--- config.mk ---
export PLATFORM = sky130hd
export DESIGN_NAME = cache_tuner
export DESIGN_NICKNAME = d
export VERILOG_FILES = /design/src/rtl/tuner_pkg.sv /design/src/rtl/tuner_timer.sv /design/src/rtl/tuner_cfg_compose.sv /design/src/rtl/cache_tuner.sv
export SDC_FILE = /design/constraint.sdc
export NUM_CORES = 1
export LEC_CHECK = 0
export BUFFER_PORTS_ARGS = -buffer_cell sky130_fd_sc_hd__buf_2
export CORE_ASPECT_RATIO = 1.25
export CORE_MARGIN = 4
export CORE_UTILIZATION = 55
export DETAILED_ROUTE_END_ITERATION = 7
export GPL_TIMING_DRIVEN = 0
export PLACE_DENSITY = 0.83
export SETUP_SLACK_MARGIN = 0.15
export SLEW_MARGIN = 40
export SYNTH_ARGS = -nofsm -noshare
export SYNTH_HDL_FRONTEND = slang
export SYNTH_SLANG_ARGS = --single-unit
--- constraint.sdc ---
create_clock -name clk -period 5 [get_ports clk]
set_input_delay 1 -clock clk [delete_from_list [all_inputs] [get_ports clk]]
set_output_delay 1 -clock clk [all_outputs]
set_load 0.02 [all_outputs]
--- src/rtl/tuner_pkg.sv ---
package tuner_pkg;

    localparam int NUM_FIELDS = 6;
    localparam int NUM_LEVELS = 2;
    // field index = level + NUM_LEVELS * parameter rank (size, line, assoc)
    localparam int F_SIZE0  = 0;
    localparam int F_ASSOC0 = 2 * NUM_LEVELS;

    typedef enum logic [2:0] {
        ST_IDLE,
        ST_PICK,
        ST_EVAL,
        ST_MEAS,
        ST_DONE
    } tune_state_e;

endpackage

--- src/rtl/tuner_timer.sv ---
module tuner_timer #(
    parameter int CW = 16
) (
    input  logic          clk,
    input  logic          rst_n,
    input  logic          load_i,
    input  logic [CW-1:0] load_val_i,
    output logic          zero_o
);

    logic [CW-1:0] cnt_d, cnt_q;

    always_comb begin
        cnt_d = cnt_q;
        if (load_i) begin
            cnt_d = load_val_i;
        end else if (cnt_q != '0) begin
            cnt_d = cnt_q - 1'b1;
        end
    end

    always_ff @(posedge clk or negedge rst_n) begin
        if (!rst_n) cnt_q <= '0;
        else        cnt_q <= cnt_d;
    end

    assign zero_o = (cnt_q == '0);

endmodule

--- src/rtl/tuner_cfg_compose.sv ---
module tuner_cfg_compose
    import tuner_pkg::*;
#(
    parameter int FW = 2,
    parameter int SW = 3,
    localparam int CFGW = NUM_FIELDS * FW
) (
    input  logic [CFGW-1:0] base_i,
    input  logic [SW-1:0]   sel_i,
    input  logic [FW-1:0]   val_i,
    output logic [CFGW-1:0] cfg_o,
    output logic            legal_o
);

    logic [NUM_LEVELS-1:0] lvl_ok;

    for (genvar f = 0; f < NUM_FIELDS; f++) begin : g_field
        assign cfg_o[f*FW +: FW] = (sel_i == SW'(f)) ? val_i : base_i[f*FW +: FW];
    end

    for (genvar lv = 0; lv < NUM_LEVELS; lv++) begin : g_level
        assign lvl_ok[lv] = cfg_o[(F_ASSOC0+lv)*FW +: FW] <= cfg_o[(F_SIZE0+lv)*FW +: FW];
    end

    assign legal_o = &lvl_ok;

endmodule

--- src/rtl/cache_tuner.sv ---
module cache_tuner
    import tuner_pkg::*;
#(
    parameter int FW            = 2,
    parameter int CW            = 16,
    parameter int EW            = 32,
    parameter int MAX_SIZE      = 3,
    parameter int MAX_LINE      = 3,
    parameter int MAX_ASSOC     = 3,
    parameter int L2_INIT_SIZE  = 2,
    parameter int L2_INIT_LINE  = 2,
    parameter int L2_INIT_ASSOC = 2,
    localparam int CFGW = NUM_FIELDS * FW,
    localparam int SW   = $clog2(NUM_FIELDS)
) (
    input  logic            clk,
    input  logic            rst_n,
    input  logic            start_i,
    input  logic [CW-1:0]   window_i,
    input  logic [EW-1:0]   energy_i,
    input  logic            energy_vld_i,
    output logic            trial_o,
    output logic            cand_side_o,
    output logic [CFGW-1:0] cand_cfg_o,
    output logic            energy_req_o,
    output logic            done_o,
    output logic [CFGW-1:0] icfg_o,
    output logic [CFGW-1:0] dcfg_o
);

    localparam logic [CFGW-1:0] INIT_CFG = {FW'(L2_INIT_ASSOC), FW'(0),
                                            FW'(L2_INIT_LINE),  FW'(0),
                                            FW'(L2_INIT_SIZE),  FW'(0)};

    typedef struct packed {
        tune_state_e                st;
        logic                       side;
        logic [SW-1:0]              step;
        logic [FW-1:0]              cand;
        logic                       first;
        logic [EW-1:0]              best;
        logic [1:0][CFGW-1:0]       held;
    } ctx_t;

    ctx_t            q, d;
    logic            tmr_load, tmr_zero, cand_legal, adv;
    logic [FW-1:0]   fmax;
    logic [CFGW-1:0] base_cfg, cand_cfg;

    function automatic logic [FW-1:0] field_max(input logic [SW-1:0] step);
        case (step)
            SW'(0), SW'(1): field_max = FW'(MAX_SIZE);
            SW'(2), SW'(3): field_max = FW'(MAX_LINE);
            default:        field_max = FW'(MAX_ASSOC);
        endcase
    endfunction

    assign base_cfg = q.held[q.side];

    tuner_cfg_compose #(.FW(FW), .SW(SW)) u_compose (
        .base_i  (base_cfg),
        .sel_i   (q.step),
        .val_i   (q.cand),
        .cfg_o   (cand_cfg),
        .legal_o (cand_legal)
    );

    tuner_timer #(.CW(CW)) u_timer (
        .clk        (clk),
        .rst_n      (rst_n),
        .load_i     (tmr_load),
        .load_val_i (window_i),
        .zero_o     (tmr_zero)
    );

    always_comb begin
        d        = q;
        tmr_load = 1'b0;
        adv      = 1'b0;
        fmax     = field_max(q.step);
        case (q.st)
            ST_IDLE, ST_DONE: begin
                if (start_i) begin
                    d.st    = ST_PICK;
                    d.side  = 1'b0;
                    d.step  = '0;
                    d.cand  = '0;
                    d.first = 1'b1;
                    d.held  = {INIT_CFG, INIT_CFG};
                end
            end
            ST_PICK: begin
                if (cand_legal) begin
                    tmr_load = 1'b1;
                    d.st     = ST_EVAL;
                end else if (q.cand == fmax) begin
                    adv = 1'b1;
                end else begin
                    d.cand = q.cand + 1'b1;
                end
            end
            ST_EVAL: begin
                if (tmr_zero) d.st = ST_MEAS;
            end
            ST_MEAS: begin
                if (energy_vld_i) begin
                    if (q.first || energy_i < q.best) begin
                        d.best          = energy_i;
                        d.first         = 1'b0;
                        d.held[q.side]  = cand_cfg;
                    end
                    if (!q.first && energy_i > q.best) begin
                        adv = 1'b1;
                    end else if (q.cand == fmax) begin
                        adv = 1'b1;
                    end else begin
                        d.cand = q.cand + 1'b1;
                        d.st   = ST_PICK;
                    end
                end
            end
            default: d.st = ST_IDLE;
        endcase
        if (adv) begin
            d.cand  = '0;
            d.first = 1'b1;
            d.st    = ST_PICK;
            if (q.step == SW'(NUM_FIELDS - 1)) begin
                d.step = '0;
                if (q.side) d.st = ST_DONE;
                else        d.side = 1'b1;
            end else begin
                d.step = q.step + 1'b1;
            end
        end
    end

    always_ff @(posedge clk or negedge rst_n) begin
        if (!rst_n) begin
            q       <= '0;
            q.st    <= ST_IDLE;
            q.first <= 1'b1;
            q.held  <= {INIT_CFG, INIT_CFG};
        end else begin
            q <= d;
        end
    end

    assign trial_o      = (q.st == ST_EVAL) || (q.st == ST_MEAS);
    assign energy_req_o = (q.st == ST_MEAS);
    assign done_o       = (q.st == ST_DONE);
    assign cand_side_o  = q.side;
    assign cand_cfg_o   = cand_cfg;
    assign icfg_o       = q.held[0];
    assign dcfg_o       = q.held[1];

endmodule

# [Word level (Yosys, flattened, before mapping)]
# Cells that the tools add are included.
[totals] ff_bits=82 output_inout_bits=40 in_bits=52 wordCells=104
[classes] muxes=42 n_lt_le_gt_ge=6 n_reduce_logical=23 eq_ne=21 n_addsub=3
[op_table] operator="two-way mux 59 bit" n=1
[op_table] operator="two-way mux 57 bit" n=1
[op_table] operator="case mux 24 bit (2 select lines)" n=1
[op_table] operator="two-way mux 12 bit" n=3
[op_table] operator="> comparator 32 bit" n=1
[op_table] operator="less-than comparator 32 bit" n=1
[op_table] operator="two-way mux 16 bit" n=2
[op_table] operator="bitwise mux 24 bit" n=1
[op_table] operator="two-way mux 24 bit" n=1
[op_table] operator="two-way mux 3 bit" n=7
[op_table] operator="two-way mux 10 bit" n=2
[op_table] operator="two-way mux 2 bit" n=9
[op_table] operator="!= test 3 bit, second input constant" n=6
[op_table] operator="zero test 16 bit" n=1
[op_table] operator="nonzero test 16 bit" n=1
[op_table] operator="subtractor 16 x 1 -> 16 bit, second input constant" n=1
[op_table] operator="demux 12 bit (select 1 bit)" n=1
[op_table] operator="== test 3 x 2 -> 1 bit, second input constant" n=4
[op_table] operator="case mux 3 bit (4 select lines)" n=1
[op_table] operator="== test 3 bit, second input constant" n=3
[op_table] operator="two-way mux 4 bit" n=2
[op_table] operator="AND reduction 4 bit" n=2
[op_table] operator="nonzero test 2 bit" n=4
[op_table] operator="two-way mux 1 bit" n=7
[op_table] operator="other kinds (24)" n=32

# [Depth between registers and ports, before layout]
[logic_depth] ltp_word=9 mapped_depth=14 mapped_depth_nobuf=13

# [Modules after synthesis]
# A second synthesis with hierarchy kept.
[unflattened] hier_cells=565 area_unflattened_um2=5285.1
[modules_own_cells] module="cache_tuner" area_per_inst_um2=3985.1 cells_each=430 seq_area_each_um2=1660.3 instances=1
[modules_own_cells] module="tuner_timer" area_per_inst_um2=1006.0 cells_each=104 seq_area_each_um2=400.4 instances=1
[modules_own_cells] module="tuner_cfg_compose" area_per_inst_um2=294.0 cells_each=31 seq_area_each_um2=0.0 instances=1

# [Least setup slack after synthesis]
# OpenSTA, ideal clock, no wires.
[synth_path] kind="register -> register" start="register q, in the netlist cand_side_o" end="register q[63] in the netlist's numbering" period_less_slack_ns=3.577 setup_time_ns=0.126 path_stages_with_launch=15 arrival_time_ns=3.451 path_slack_ns=1.423 path_buffers=2 cell_sequence="dfrtp_1 buf_6 clkbuf_1 mux2i_1 nor2_1 a21oi_1 inv_1 ha_1 nor2b_1 o21ai_0 a2111oi_0 o221ai_1 a21oi_1 nor2_1 o32a_1"
[synth_between] elab_chain_len=9 elab_cells_between_ends=21 cone_classes="order compare (2); eq/ne (6); mux (11); reduce/logical (2)"
[synth_lines] element="from (decl)" line_no="cache_tuner.sv:45" rtl="ctx_t q, d;"
[synth_lines] element="two-way mux 12 bit (not written as such) * (2 in series)" line_no="cache_tuner.sv:58" rtl="assign base_cfg = q.held[q.side];"
[synth_lines] element="two-way mux 2 bit *" line_no="tuner_cfg_compose.sv:18" rtl="assign cfg_o[f*FW +: FW] = (sel_i == SW'(f)) ? val_i : base_i[f*FW +: FW];"
[synth_lines] element="named net cand_cfg_o[9]" line_no="cache_tuner.sv:24" rtl="output logic [CFGW-1:0] cand_cfg_o,"
[synth_lines] element="<= comparator 2 bit *" line_no="tuner_cfg_compose.sv:22" rtl="assign lvl_ok[lv] = cfg_o[(F_ASSOC0+lv)*FW +: FW] <= cfg_o[(F_SIZE0+lv)*FW +: FW];"
[synth_lines] element="AND reduction 2 bit *" line_no="tuner_cfg_compose.sv:25" rtl="assign legal_o = &lvl_ok;"
[synth_lines] element="two-way mux 1 bit" line_no="cache_tuner.sv:93" rtl="if (cand_legal) begin"
[synth_lines] element="case mux 1 bit (2 select lines)" line_no="cache_tuner.sv:81" rtl="case (q.st)"
[synth_lines] element="!= test 3 bit (no line) or != test 3 x 2 -> 1 bit (tied branches)"
[synth_lines] element="AND reduction 6 bit (no line)"
# The timed path passes the listed nets; every way through them passes the cells marked *. The select of a mux whose other input is x is not followed.
# A chain may end at the register's enable or synchronous reset.

# [Final worst setup path]
[layout_path] start="register q, in the netlist cand_side_o" end="register q[63] in the netlist's numbering"
[layout_between] elab_chain_len=9 elab_cells_between_ends=21 cone_classes="order compare (2); eq/ne (6); mux (11); reduce/logical (2)"
[layout_lines] element="two-way mux 12 bit (not written as such) (2 in series)" line_no="cache_tuner.sv:58"
[layout_lines] element="two-way mux 2 bit" line_no="tuner_cfg_compose.sv:18"
[layout_lines] element="<= comparator 2 bit" line_no="tuner_cfg_compose.sv:22"
[layout_lines] element="AND reduction 2 bit" line_no="tuner_cfg_compose.sv:25"
[layout_lines] element="two-way mux 1 bit" line_no="cache_tuner.sv:93"
[layout_lines] element="case mux 1 bit (2 select lines)" line_no="cache_tuner.sv:81"
[layout_lines] element="!= test 3 bit (no line) or != test 3 x 2 -> 1 bit (tied branches)"
[layout_lines] element="AND reduction 6 bit (no line)"
# Several ways; a longest one is shown, not always the timed one. The select of a mux whose other input is x is not followed.

==> impl_metrics.yaml <==
worst_setup_path:
  slowest_stage: "a2111oi_0"
  startpoint: "cand_side_o"
  path_class: "register to register"
  reg2reg_from: "cand_side_o"
  crit_path_max_fanout: 10
  reg2regPathDepth: 13
  required_ns: 5.22
  arrival_ns: 4.34
  slowest_delay_ns: 0.69
  reg2reg_to: "q[63]"
  cp-end-kind: "register"
  endpoint: "q[63]"
  crit_path_cell_trace: "buf_6, clkbuf_1, mux2i_1, a21o_1, inv_1, ha_1, nor2b_1, o21ai_0, a2111oi_0, o221ai_1, a21oi_1, nor2_1, o32a_1"
  worstSetupStartpointType: "register"
  r2r_slack_ns: 0.89
placement:
  place_inst: 746
  place_congestion: 0.859
  place_area_um2: 5790
  port_buffers: 91
  dpl_worst_slack_ns: 0.914
  place_hpwl_um: 8700
cts:
  holdBufCountCts: 0
  cts_buffers: 9
  ctsRootBufferMaster: "clkbuf_16"
  clock_latency_ns: 0.34
  htreeDepth: 3
  cts_tree: "built"
  clock_sinks: 82
  cts.path.max_buffers: 2
  cts-resized-gates: 0
  cts_setup_buffers: 0
  cts.clk_slew.worst_paths_ns: 0.06
logic_synthesis:
  synth_edf_count: 0
  synth.top_cells.by_area: "dfrtp_1, ha_1, mux2_2"
  synthArstFlopShare_pct: 100
  syn_inst: 531
  ys_dominant_reg_cell: "dfrtp_1"
  syn_area_um2: 5140
  synthesis.nets: 621
  synth_area_leader_cell: "dfrtp_1"
  synth_seq_cells: 82
  synth_top_cell_area_share_pct: 36.5
  synth.avg_cell_area_um2: 9.68
  synth_sequential_area_ratio_pct: 40.1
  yosysWarnings: 0
  synth_cell_types: 56
cells_and_area:
  final_core_util_pct: 66.7
  fin_area_um2: 6090
  layout_common_cells: "buf_2, dfrtp_1, nand2_1"
  diodes: 0
  drive_gt1_share_pct: 29.3
  final_nets: 724
  final_common_cell: "buf_2"
  syn2layout_area_growth_pct: 18.3
  layout.cells.non_filler: 762
power_and_ir_drop:
  clkPwrFrac_pct: 19.0
  power-per-cell-area_nw_per_um2: 580
  internal_power_mw: 2.12
  p_leak_nw: 3.07
  swShare_pct: 39.9
  ir_drop_v: 0.000288
  combinationalPowerShare_pct: 49.0
  power_switching_mw: 1.41
  total_power_mw: 3.53
  seq_power_share_pct: 32.0
routing:
  drt_iter0_markers: 214
  vias_per_cell: 5.49
  wl_per_cell_um: 15.2
  first_pass_iters: 5
  ant_nets: 0
  num_vias: 4185
  routed_wl_um: 11600
  drc: 0
min_path:
  min_path_type: "register to register"
sta:
  timing.final.ws_setup_ns: 0.888
  setup_viol: 0
  fin_skew_ns: 0.00557
  post-route-period-util_pct: 82.2
  holdWs_ns: 0.500
  setup_tns_ns: 0
  period_needed_ns: 4.11
  slew_viol_final: 0
  tightestPinTransition_ns: 0.741
  timing.slew.headroom_pct: 50.4
  hold_viol: 0
  fmax_ghz: 0.243
  rsz0062_at_grt: "false"
floorplanning:
  die_x_um: 94.5
  start_util_pct: 56.4
  std_cell_rows: 39
  ios: 92
  core-area_um2: 9130
  die_y_um: 116
  dieArea_um2: 11000
global_routing:
  track_usage_pct: 22.7
  grt_pass1_wl_um: 19400
  grt_max_degree: 48
  gr-total-overflow: 0
  antenna_found_initial: 0
  first_global_vias: 4180
run:
  drv_cap: 0
run_status:
  status: "finished clean"
==> state kept, by name, summed over array words and instances, names as in the netlist <==
register,flops
cand_side_o,1
dcfg_o,12
icfg_o,12
q,41
u_timer.cnt_q,16
==> area by class of cell <==
| class | instances | area (um^2) |
|---|---|---|
| flip-flops and latches | 82 | 2060 |
| repair buffers | 92 | 489 |
| clock inverters | 3 | 40.0 |
| fillers | 733 | 3040 |
| well taps | 123 | 154 |
| multi-input cells | 354 | 2550 |
| clock buffers | 13 | 260 |
| inverters | 53 | 199 |
| plain buffers | 42 | 330 |
==> synthesized netlist by cell type (4+ instances only) <==
cell type and number:
inv_1 53, xor2_1 6, mux2i_1 30, a21oi_1 28
nand4_1 8, o31ai_1 7, nor2_1 35, xnor2_1 5
dfrtp_1 75, nor3_1 9, buf_6 6, nor2b_1 6
dfstp_2 7, mux2_2 30, buf_4 26, nand2_1 56
or4_1 4, ha_1 38, clkbuf_1 6, nand3_1 15
o21ai_0 31
==> worst min-delay path by stage <==
stage	start	end	slack, ns	cells after the start
after global routing	q[49]	q[49]	0.51	1
after floorplan	q[48]	q[48]	0.46	1
final	q[48]	q[48]	0.50	1
after global placement	q[48]	q[48]	0.47	1
after detailed placement	q[48]	q[48]	0.49	1
after CTS	q[48]	q[48]	0.50	1
==> cell families after synthesis <==
| kind of cell | after synthesis | synth area share (%) |
|---|---|---|
| xor+xnor | 11 | 1.87 |
| compound gates | 88 | 10.5 |
| fa+ha+maj | 38 | 9.25 |
| buf+inv | 95 | 10.3 |
| simple gates | 154 | 15.0 |
| mux | 63 | 13.1 |
| flops | 82 | 40.1 |
==> per-layer routing <==
layer | vias to the layer above | global-route usage [%] | part of all wire, %
li1 | 2026 | - | -
met3 | 22 | 4.70 | 6.1
met2 | 116 | 39.7 | 51
met1 | 2021 | 27.2 | 40
met4 | 0 | 9.24 | 2.2
met5 | - | 0 | 0
==> power groups by stage <==
stage | Clock (mW) | Sequential, mW | Combinational (mW)
floorplan | 0 | 1.09 | 1.32
global placement | 0 | 1.12 | 1.64
detailed placement | 0 | 1.14 | 1.72
CTS | 0.685 | 1.13 | 1.74
global route | 0.712 | 1.17 | 1.95
finish | 0.671 | 1.13 | 1.73
==> critical path, delay by kind of cell (launching register included) <==
kind,cells,cell delay (ns)
adders and majority gates,1,0.29
buffers and inverters,3,0.80
and+or+nand+nor,2,0.34
AOI/OAI and AO/OA,6,1.92
DFF,1,0.37
muxes,1,0.28
No activity file was read; power rests on OpenSTA's default activity.
